==> config.mk <==
export PLATFORM = sky130hd
export DESIGN_NAME = irq_vector_ctrl
export DESIGN_NICKNAME = d
export VERILOG_FILES = /design/src/rtl/irq_pkg.sv /design/src/rtl/irq_flag_bank.sv /design/src/rtl/irq_arbiter.sv /design/src/rtl/irq_vector_ctrl.sv
export SDC_FILE = /design/constraint.sdc
export NUM_CORES = 1
export LEC_CHECK = 0
export BUFFER_PORTS_ARGS = -buffer_cell sky130_fd_sc_hd__buf_2
export CAP_MARGIN = 20
export CORE_MARGIN = 10
export CORE_UTILIZATION = 55
export CTS_BUF_LIST = sky130_fd_sc_hd__clkbuf_4
export CTS_CLUSTER_SIZE = 14
export DETAILED_ROUTE_END_ITERATION = 6
export GPL_TIMING_DRIVEN = 1
export PLACE_DENSITY = 0.95
export SYNTH_ARGS = -nofsm -noshare
export SYNTH_HDL_FRONTEND = slang
export SYNTH_SLANG_ARGS = --single-unit
==> constraint.sdc <==
create_clock -name clk -period 4.2 [get_ports clk]
set_input_delay 0.63 -clock clk [delete_from_list [all_inputs] [get_ports clk]]
set_output_delay 0.63 -clock clk [all_outputs]
set_load 0.05 [all_outputs]
==> src/rtl/irq_pkg.sv <==
package irq_pkg;
    typedef enum logic [0:0] {
        ST_IDLE  = 1'b0,
        ST_ARMED = 1'b1
    } irq_state_e;

    localparam logic [1:0] SEL_ENABLE = 2'd0;
    localparam logic [1:0] SEL_CLEAR  = 2'd1;
    localparam logic [1:0] SEL_CTRL   = 2'd2;
endpackage

==> src/rtl/irq_flag_bank.sv <==
module irq_flag_bank #(
    parameter int NUM_SRC = 8,
    parameter int IDX_W   = 4
) (
    input  logic               clk,
    input  logic               rst_n,
    input  logic [NUM_SRC-1:0] evt,
    input  logic [NUM_SRC-1:0] wr_mask,
    input  logic               svc_clr,
    input  logic [IDX_W-1:0]   svc_idx,
    output logic [NUM_SRC-1:0] flags_q
);
    logic [NUM_SRC-1:0] clr;
    logic [NUM_SRC-1:0] flags_d;

    always_comb begin
        clr = wr_mask;
        for (int i = 0; i < NUM_SRC; i++) begin
            if (svc_clr && (svc_idx == IDX_W'(i))) clr[i] = 1'b1;
        end
        flags_d = (flags_q & ~clr) | evt;
    end

    always_ff @(posedge clk) begin
        if (!rst_n) flags_q <= '0;
        else        flags_q <= flags_d;
    end

    assert_event_sets_flag_R8: assert property (@(posedge clk) disable iff (!rst_n)
        (evt != '0) |=> ((flags_q & $past(evt)) == $past(evt)));

    assert_w1c_clears_R7: assert property (@(posedge clk) disable iff (!rst_n)
        ((wr_mask & ~evt) != '0) |=> ((flags_q & $past(wr_mask & ~evt)) == '0));
endmodule

==> src/rtl/irq_arbiter.sv <==
module irq_arbiter #(
    parameter int NUM_SRC = 8,
    parameter int IDX_W   = 4
) (
    input  logic [NUM_SRC-1:0] flags,
    input  logic [NUM_SRC-1:0] enables,
    input  logic               glob_en,
    output logic               win_valid,
    output logic [IDX_W-1:0]   win_idx
);
    logic [NUM_SRC-1:0] live;

    always_comb begin
        live      = glob_en ? (flags & enables) : '0;
        win_valid = 1'b0;
        win_idx   = '0;
        for (int i = NUM_SRC - 1; i >= 0; i--) begin
            if (live[i]) begin
                win_valid = 1'b1;
                win_idx   = IDX_W'(i);
            end
        end
    end
endmodule

==> src/rtl/irq_vector_ctrl.sv <==
module irq_vector_ctrl
    import irq_pkg::*;
#(
    parameter int          NUM_SRC  = 8,
    parameter int          ADDR_W   = 16,
    parameter logic [15:0] ALT_BASE = 16'h1E00
) (
    input  logic               clk,
    input  logic               rst_n,
    input  logic [NUM_SRC-1:0] src_event,
    input  logic               wr_en,
    input  logic [1:0]         wr_sel,
    input  logic [NUM_SRC-1:0] wr_data,
    output logic               irq_req,
    output logic [ADDR_W-1:0]  irq_vector,
    input  logic               irq_ack,
    input  logic               irq_ret,
    output logic               gie,
    output logic [NUM_SRC-1:0] pend_flags
);
    localparam int IDX_W = $clog2(NUM_SRC + 1);

    irq_state_e         state_q, state_d;
    logic [IDX_W-1:0]   held_q;
    logic [NUM_SRC-1:0] en_q;
    logic               gie_q, vsel_q;
    logic               win_valid;
    logic [IDX_W-1:0]   win_idx;
    logic               take;
    logic [NUM_SRC-1:0] clr_mask;
    logic [ADDR_W-1:0]  base;
    logic [ADDR_W-1:0]  slot;

    assign clr_mask = (wr_en && wr_sel == SEL_CLEAR) ? wr_data : '0;
    assign take     = irq_req && irq_ack;

    irq_flag_bank #(.NUM_SRC(NUM_SRC), .IDX_W(IDX_W)) u_flags (
        .clk     (clk),
        .rst_n   (rst_n),
        .evt     (src_event),
        .wr_mask (clr_mask),
        .svc_clr (take),
        .svc_idx (held_q),
        .flags_q (pend_flags)
    );

    irq_arbiter #(.NUM_SRC(NUM_SRC), .IDX_W(IDX_W)) u_arb (
        .flags     (pend_flags),
        .enables   (en_q),
        .glob_en   (gie_q),
        .win_valid (win_valid),
        .win_idx   (win_idx)
    );

    // control registers: acknowledge beats return, return beats a write
    always_ff @(posedge clk) begin
        if (!rst_n) begin
            en_q   <= '0;
            gie_q  <= 1'b0;
            vsel_q <= 1'b0;
        end else begin
            if (wr_en && wr_sel == SEL_ENABLE) en_q <= wr_data;
            if (wr_en && wr_sel == SEL_CTRL) vsel_q <= wr_data[1];
            if (take)                         gie_q <= 1'b0;
            else if (irq_ret)                 gie_q <= 1'b1;
            else if (wr_en && wr_sel == SEL_CTRL) gie_q <= wr_data[0];
        end
    end

    // state register
    always_ff @(posedge clk) begin
        if (!rst_n) begin
            state_q <= ST_IDLE;
            held_q  <= '0;
        end else begin
            state_q <= state_d;
            if (state_q == ST_IDLE && win_valid) held_q <= win_idx;
        end
    end

    // next state
    always_comb begin
        state_d = state_q;
        unique case (state_q)
            ST_IDLE:  if (win_valid) state_d = ST_ARMED;
            ST_ARMED: begin
                if (take) state_d = ST_IDLE;
                else if (!win_valid || win_idx != held_q) state_d = ST_IDLE;
            end
            default:  state_d = ST_IDLE;
        endcase
    end

    // outputs
    always_comb begin
        base       = vsel_q ? ADDR_W'(ALT_BASE) : '0;
        slot       = ADDR_W'(held_q) + ADDR_W'(1);
        irq_vector = base + (slot << 1);
        irq_req    = 1'b0;
        unique case (state_q)
            ST_IDLE:  irq_req = 1'b0;
            ST_ARMED: irq_req = win_valid && (win_idx == held_q);
            default:  irq_req = 1'b0;
        endcase
    end

    assign gie = gie_q;

    assert_req_gated_R1: assert property (@(posedge clk) disable iff (!rst_n)
        irq_req |-> (gie && pend_flags[held_q] && en_q[held_q]));

    assert_take_drops_gie_R3: assert property (@(posedge clk) disable iff (!rst_n)
        take |=> !gie);

    assert_ret_sets_gie_R5: assert property (@(posedge clk) disable iff (!rst_n)
        (irq_ret && !take) |=> gie);

    assert_take_clears_flag_R6: assert property (@(posedge clk) disable iff (!rst_n)
        (take && !src_event[held_q]) |=> !pend_flags[$past(held_q)]);

    assert_vector_even_R9: assert property (@(posedge clk) disable iff (!rst_n)
        irq_req |-> !irq_vector[0]);
endmodule

==> results of run 1 <==
Yosys cell counts (2+ instances only):
cell type,instances
a21boi_0,8
a21oi_1,7
a22o_1,3
a31oi_1,4
a41oi_1,9
buf_1,2
buf_4,13
clkbuf_1,4
dfxtp_1,22
ha_1,6
inv_1,7
mux2i_1,9
nand2_1,9
nand2b_1,3
nand3_1,2
nor2_1,13
nor2b_1,2
nor3_1,3
nor3b_1,6
o21ai_0,12
critical path: stages (launching register included):
cell and delay, ns:
dfxtp_1 0.63, o21ai_1 0.24, o31a_1 0.33, a221oi_2 0.26, buf_4 0.21, and2_1 0.14, buf_2 0.26
cells in the final DEF, fill, tap and decap left out, types with 4 or more instances in the layout:
cell      synthesis  routed
nor3b_1           6       6
nor2_1           13      13
buf_2             0      40
conb_1            1       8
a41oi_1           9       9
ha_1              6       6
mux2i_1           9       9
a21boi_0          8       8
inv_1             7       7
o21ai_0          12      12
a21oi_1           7       7
a31oi_1           4       4
dfxtp_1          22      22
nand2_1           9       9
power by group:
group / total, mW / internal, mW / switching, mW
Clock: 0.165 / 0.0965 / 0.0687
Combinational: 0.107 / 0.0297 / 0.0770
Sequential: 0.232 / 0.219 / 0.0135
Total: 0.504 / 0.345 / 0.159
routing by layer:
metal,track usage,wire length (um)
met5,0,0
met4,0.05482,62
met3,0.05791,419
met2,0.2685,1902
met1,0.1989,1767
metrics by stage:
step | util | setup WS (ns) | power [mW] | std cells
5_1_grt | 0.6493 | 1.010 | 0.5231 | 226
6_report | 0.6493 | 1.186 | 0.5043 | 226
3_3_place_gp | 0.6279 | 1.594 | 0.3408 | 222
2_1_floorplan | - | 1.367 | 0.3185 | 170
3_5_place_dp | 0.6279 | 1.575 | 0.3418 | 222
4_1_cts | 0.6493 | 1.214 | 0.5056 | 226
registers in the layout, summed over array words and instances (netlist names):
register and cells:
en_q 8, u_flags.flags_q 8, held_q 3, gie 1
state_q 1, vsel_q 1
logic make-up (layout without fill, tap and decap cells):
family,Yosys count,in the layout,share of synthesized area
flops,22,22,0.3160
buf+inv,27,53,0.1131
compound gates,53,53,0.2792
mux,9,9,0.06463
other cells,1,8,0.002690
fa+ha+maj,6,6,0.05386
simple gates,45,45,0.1706
final cells by class:
| type | instances | area, um2 | share of cell area |
|---|---|---|---|
| clock inverters | 1 | 30.03 | 0.01884 |
| repair buffers | 42 | 215.2 | 0.1350 |
| inverters | 7 | 26.28 | 0.01648 |
| multi-input cells | 121 | 822.0 | 0.5157 |
| flip-flops and latches | 22 | 440.4 | 0.2763 |
| well taps | 30 | 37.54 | 0.02355 |
| clock buffers | 3 | 22.52 | 0.01413 |
final timing paths:
check | start | end | slack, ns | depth (start not counted)
hold reg to reg | en_q[2] | en_q[2] | 0.52 | 2
hold / removal | en_q[2] | en_q[2] | 0.52 | 2
setup / recovery | gie | irq_req | 1.19 | 6
setup reg to reg | gie | u_flags.flags_q[1] | 2.27 | 5
==> results.toml, run 1 <==
[outcome]
status = "finished, final reports clean"

[power]
vdd_drop_max_v = 0.0002728
p_leak_nw = 0.6731
p_per_area_nw_per_um2 = 316.4

[sta]
setup_viol = 0
period_share = 0.7177
finalSetupTns_ns = 0
rsz0062_at_grt = "no"
min_period_ns = 3.014
final-hold-violation-count = 0
whs_ns = 0.5165
tightest_slew_ns = 0.5101
slew_headroom = 0.6592
slew_violations = 0
timing.fmax_mhz = 331.7
finalClockSkew_ns = 0.01023

[clock_tree]
cts_made_buffers = 3
post_cts_resized = 0
cts_tree = "built"
cts.sinks = 22
cts_buffer_depth = 2
cts-root-buf = "clkbuf_4"
htreeDepth = 1
post_cts_buffers = 0
cts.clk_slew.worst_paths_ns = 0.13
hold_buffers = 0
clk_latency_ns = 0.32

[global_routing]
grt_pass1_wl_um = 6989
gr-total-overflow = 0
grt.total_usage = 0.1664
grt_pass1_vias = 1465
grt_max_degree = 14
antenna_found_initial = 0

[placed_design]
io_buffers = 40
dp_hpwl_um = 3189
placed_area_um2 = 1541
place.gp.congestion = 0.9317

[routing]
wl_um = 4152
vias_per_cell = 6.000
vias = 1356
detail_route.wl_per_cell_um = 18.37
firstDrtPassIters = 4
ant_nets = 0
drc_errors = 0
first_iter_violations = 64

[layout]
final_cell_area_um2 = 1594
fillers = 214
drive_above_1_share = 0.2602
nets = 226
antennaDiodeCount = 0
area_delta_synth_final_pct = 14.36

[critical_path]
endpoint_kind = "output pin"
crit_fanout = 12
critical_path_arrival_ns = 2.38
crit_type = "reg -> out"
worst_setup_path_start_kind = "flop"
cp.required_ns = 3.57

[synthesis]
yosysTopAreaCellShare = 0.3160
async_flop_share = 0
ys_warn_count = 0
synth_edf_count = 0
synth_area_leaders = "dfxtp_1, buf_4, mux2i_1"
postSynthCellCount = 163
ys_ff_latch = 22
synth.cell_area_um2 = 1394
ys_seq_area_frac = 0.3160
syn_avg_cell_area_um2 = 8.551
yosys.area.top_type = "dfxtp_1"
synth_cell_types = 39
synth_ff_type = "dfxtp_1"

[die]
initial_utilization = 0.5678
rows = 18
die_area_um2 = 4948
fp.dieH_um = 70.34
ios = 49
design.core.area_um2 = 2455
die_w_um = 70.34

[flow_run]
cap_violations = 0

[min_path]
hold_path.class = "reg -> reg"
No activity file was read; power rests on OpenSTA's default activity.
==> run 2: changes to the inputs <==
--- a/config.mk
+++ b/config.mk
@@ -5,15 +5,16 @@
 export SDC_FILE = /design/constraint.sdc
 export NUM_CORES = 1
 export LEC_CHECK = 0
+export ABC_AREA = 1
 export BUFFER_PORTS_ARGS = -buffer_cell sky130_fd_sc_hd__buf_2
 export CAP_MARGIN = 20
 export CORE_MARGIN = 10
-export CORE_UTILIZATION = 55
+export CORE_UTILIZATION = 52
 export CTS_BUF_LIST = sky130_fd_sc_hd__clkbuf_4
 export CTS_CLUSTER_SIZE = 14
 export DETAILED_ROUTE_END_ITERATION = 6
 export GPL_TIMING_DRIVEN = 1
-export PLACE_DENSITY = 0.95
+export PLACE_DENSITY = 0.94
 export SYNTH_ARGS = -nofsm -noshare
 export SYNTH_HDL_FRONTEND = slang
 export SYNTH_SLANG_ARGS = --single-unit
==> constraint.sdc (replaced) <==
create_clock -name clk -period 2.8 [get_ports clk]
set_input_delay 0.42 -clock clk [delete_from_list [all_inputs] [get_ports clk]]
set_output_delay 0.42 -clock clk [all_outputs]
set_load 0.05 [all_outputs]
==> run 2 against run 1 <==
  * Register-to-register slack lost 1.6 ns
  * Die area grew 10%
  * Global-route usage shrank 3.3 points
  * Utilization shrank 3.1 points
  * Clock power grew 48%
  * First-iteration DRC count grew 3.1%
  * Routed wire length shrank 12%
  * Sequential power grew 54%
  * Setup slack lost 0.93 ns
  * Combinational power grew 93%
  * Critical path type unchanged
  * Largest power group unchanged
  * Highest routed layer unchanged
==> results.toml, run 2 <==
[synthesis]
synthTopCellsByCount = "inv_1, dfxtp_1, nand2_1, o21ai_0"
yosysTopAreaCellShare = 0.2921
ys_warn_count = 0
synth_edf_count = 0
ys_ff_latch = 22
syn_avg_cell_area_um2 = 7.427
synth_area_leaders = "dfxtp_1, inv_1, nand3_2"
async_flop_share = 0
synth_cell_types = 23
synth.cell_area_um2 = 1508
postSynthCellCount = 203
ys_seq_area_frac = 0.2921
synth_ff_type = "dfxtp_1"
synth.most_common_cell = "inv_1"
yosys.area.top_type = "dfxtp_1"

[die]
die_area_um2 = 5453
initial_utilization = 0.5467
ios = 49
rows = 19
fp.dieH_um = 73.85
design.core.area_um2 = 2758
die_w_um = 73.85

[sta]
min_period_ns = 2.540
setup_viol = 0
setup_ws_ns = 0.2605
period_share = 0.9070
timing.fmax_mhz = 393.8
finalSetupTns_ns = 0
rsz0062_at_grt = "no"
slew_violations = 0
tightest_slew_ns = 0.6047
slew_headroom = 0.5964
final-hold-violation-count = 0
finalClockSkew_ns = 0.003620
whs_ns = 0.3247

[placed_design]
dpl_worst_slack_ns = 0.6346
io_buffers = 40
place.gp.congestion = 0.8041
dp.cells = 264
placed_area_um2 = 1652
dp_hpwl_um = 2903

[global_routing]
grt_pass1_wl_um = 5961
grt.total_usage = 0.1337
gr-total-overflow = 0
grt_max_degree = 17
antenna_found_initial = 0
grt_pass1_vias = 1354

[critical_path]
crit_type = "reg -> out"
r2r-end = "u_flags.flags_q[1]"
cp.required_ns = 2.38
crit_fanout = 10
worst_setup_path_start_kind = "flop"
worstReg2RegStart = "gie"
critical_path_arrival_ns = 2.12
r2r_slack_ns = 0.70
r2r_cells = 12
crit_path_start = "gie"
endpoint_kind = "output pin"

[layout]
antennaDiodeCount = 0
final_cell_area_um2 = 1704
fillers = 261
layout_common_cells = "inv_1, buf_2, dfxtp_1"
nets = 267
reg_top3 = "en_q (8), u_flags.flags_q (8), held_q (3)"
area_delta_synth_final_pct = 13.03
final_common_cell = "inv_1"
drive_above_1_share = 0.3797
fin_cells = 268

[power]
vdd_drop_max_v = 0.0003925
p_leak_nw = 0.9011
p_seq_frac = 0.441
p_int_mw = 0.5309
clockPowerShare = 0.303
swShare = 0.3441
p_switching_mw = 0.2785
p_per_area_nw_per_um2 = 474.9
comb_power_share = 0.256

[clock_tree]
cts_tree = "built"
post_cts_buffers = 0
clk_latency_ns = 0.31
cts.clk_slew.worst_paths_ns = 0.13
cts.sinks = 22
post_cts_resized = 0
cts_buffer_depth = 2
hold_buffers = 0
cts-root-buf = "clkbuf_4"
cts_made_buffers = 3
htreeDepth = 1

[routing]
vias_per_cell = 5.149
vias = 1380
detail_route.wl_per_cell_um = 13.66
first_iter_violations = 66
ant_nets = 0
wl_um = 3660
drc_errors = 0
firstDrtPassIters = 4

[outcome]
status = "finished, final reports clean"

[min_path]
hold_end = "u_flags.flags_q[1]"
hp-start = "src_event[1]"
hold_path.class = "in -> reg"
min_path_cells = 3

[flow_run]
cap_violations = 0
==> run 2: through the flow <==
stage	power, mW	util
3_5_place_dp	0.5694	0.5989
5_1_grt	0.8502	0.6180
6_report	0.8094	0.6180
3_3_place_gp	0.5648	0.5989
2_1_floorplan	0.5338	-
4_1_cts	0.8138	0.6180
==> run 2: cell type report <==
cell class / count / area, um2 / area share
multi-input combinational: 125 / 792.0 / 0.4648
inverter: 44 / 165.2 / 0.09692
tap: 31 / 38.79 / 0.02276
timing repair buffer: 42 / 215.2 / 0.1263
clock inverter: 1 / 30.03 / 0.01762
clock buffer: 3 / 22.52 / 0.01322
sequential: 22 / 440.4 / 0.2584
==> run 2: power groups by stage <==
stage / sequential, mW / clock [mW] / combinational, mW
2_1_floorplan: 0.387 / 0 / 0.147
3_3_place_gp: 0.363 / 0 / 0.202
3_5_place_dp: 0.364 / 0 / 0.205
4_1_cts: 0.357 / 0.250 / 0.207
5_1_grt: 0.360 / 0.266 / 0.224
6_report: 0.357 / 0.245 / 0.207
==> run 2: worst max-delay path by stage <==
stage                               end  slack, ns  cells past startpoint
after global routing            irq_req       0.02                     11
after global placement          irq_req       0.70                     11
after CTS                       irq_req       0.25                     11
final                           irq_req       0.26                      9
after detailed placement        irq_req       0.63                     11
after floorplan           irq_vector[4]       0.60                      2
==> run 2: logic make-up (layout without fill, tap and decap cells) <==
group,count (synthesis),in the layout,synth area share
buf+inv,63,90,0.2000
simple gates,67,67,0.2788
compound gates,44,44,0.1768
other cells,1,8,0.002487
fa+ha+maj,6,6,0.04979
flops,22,22,0.2921
==> run 2: layer usage <==
metal | wire [um] | global-route usage | share of wire
met3 | 243 | 0.03365 | 0.066
met4 | 48 | 0.03727 | 0.013
met2 | 1869 | 0.2311 | 0.51
met1 | 1498 | 0.1579 | 0.41
met5 | 0 | 0 | 0
==> run 2: worst max-delay path, stage by stage, from the launching register on <==
cell and delay (ns):
dfxtp_1 0.70, nand3_2 0.17, nand2_2 0.14, nor2_2 0.05
a21oi_1 0.12, nand2_1 0.07, nor2_1 0.11, nand2_1 0.07
nor2_2 0.10, buf_2 0.28
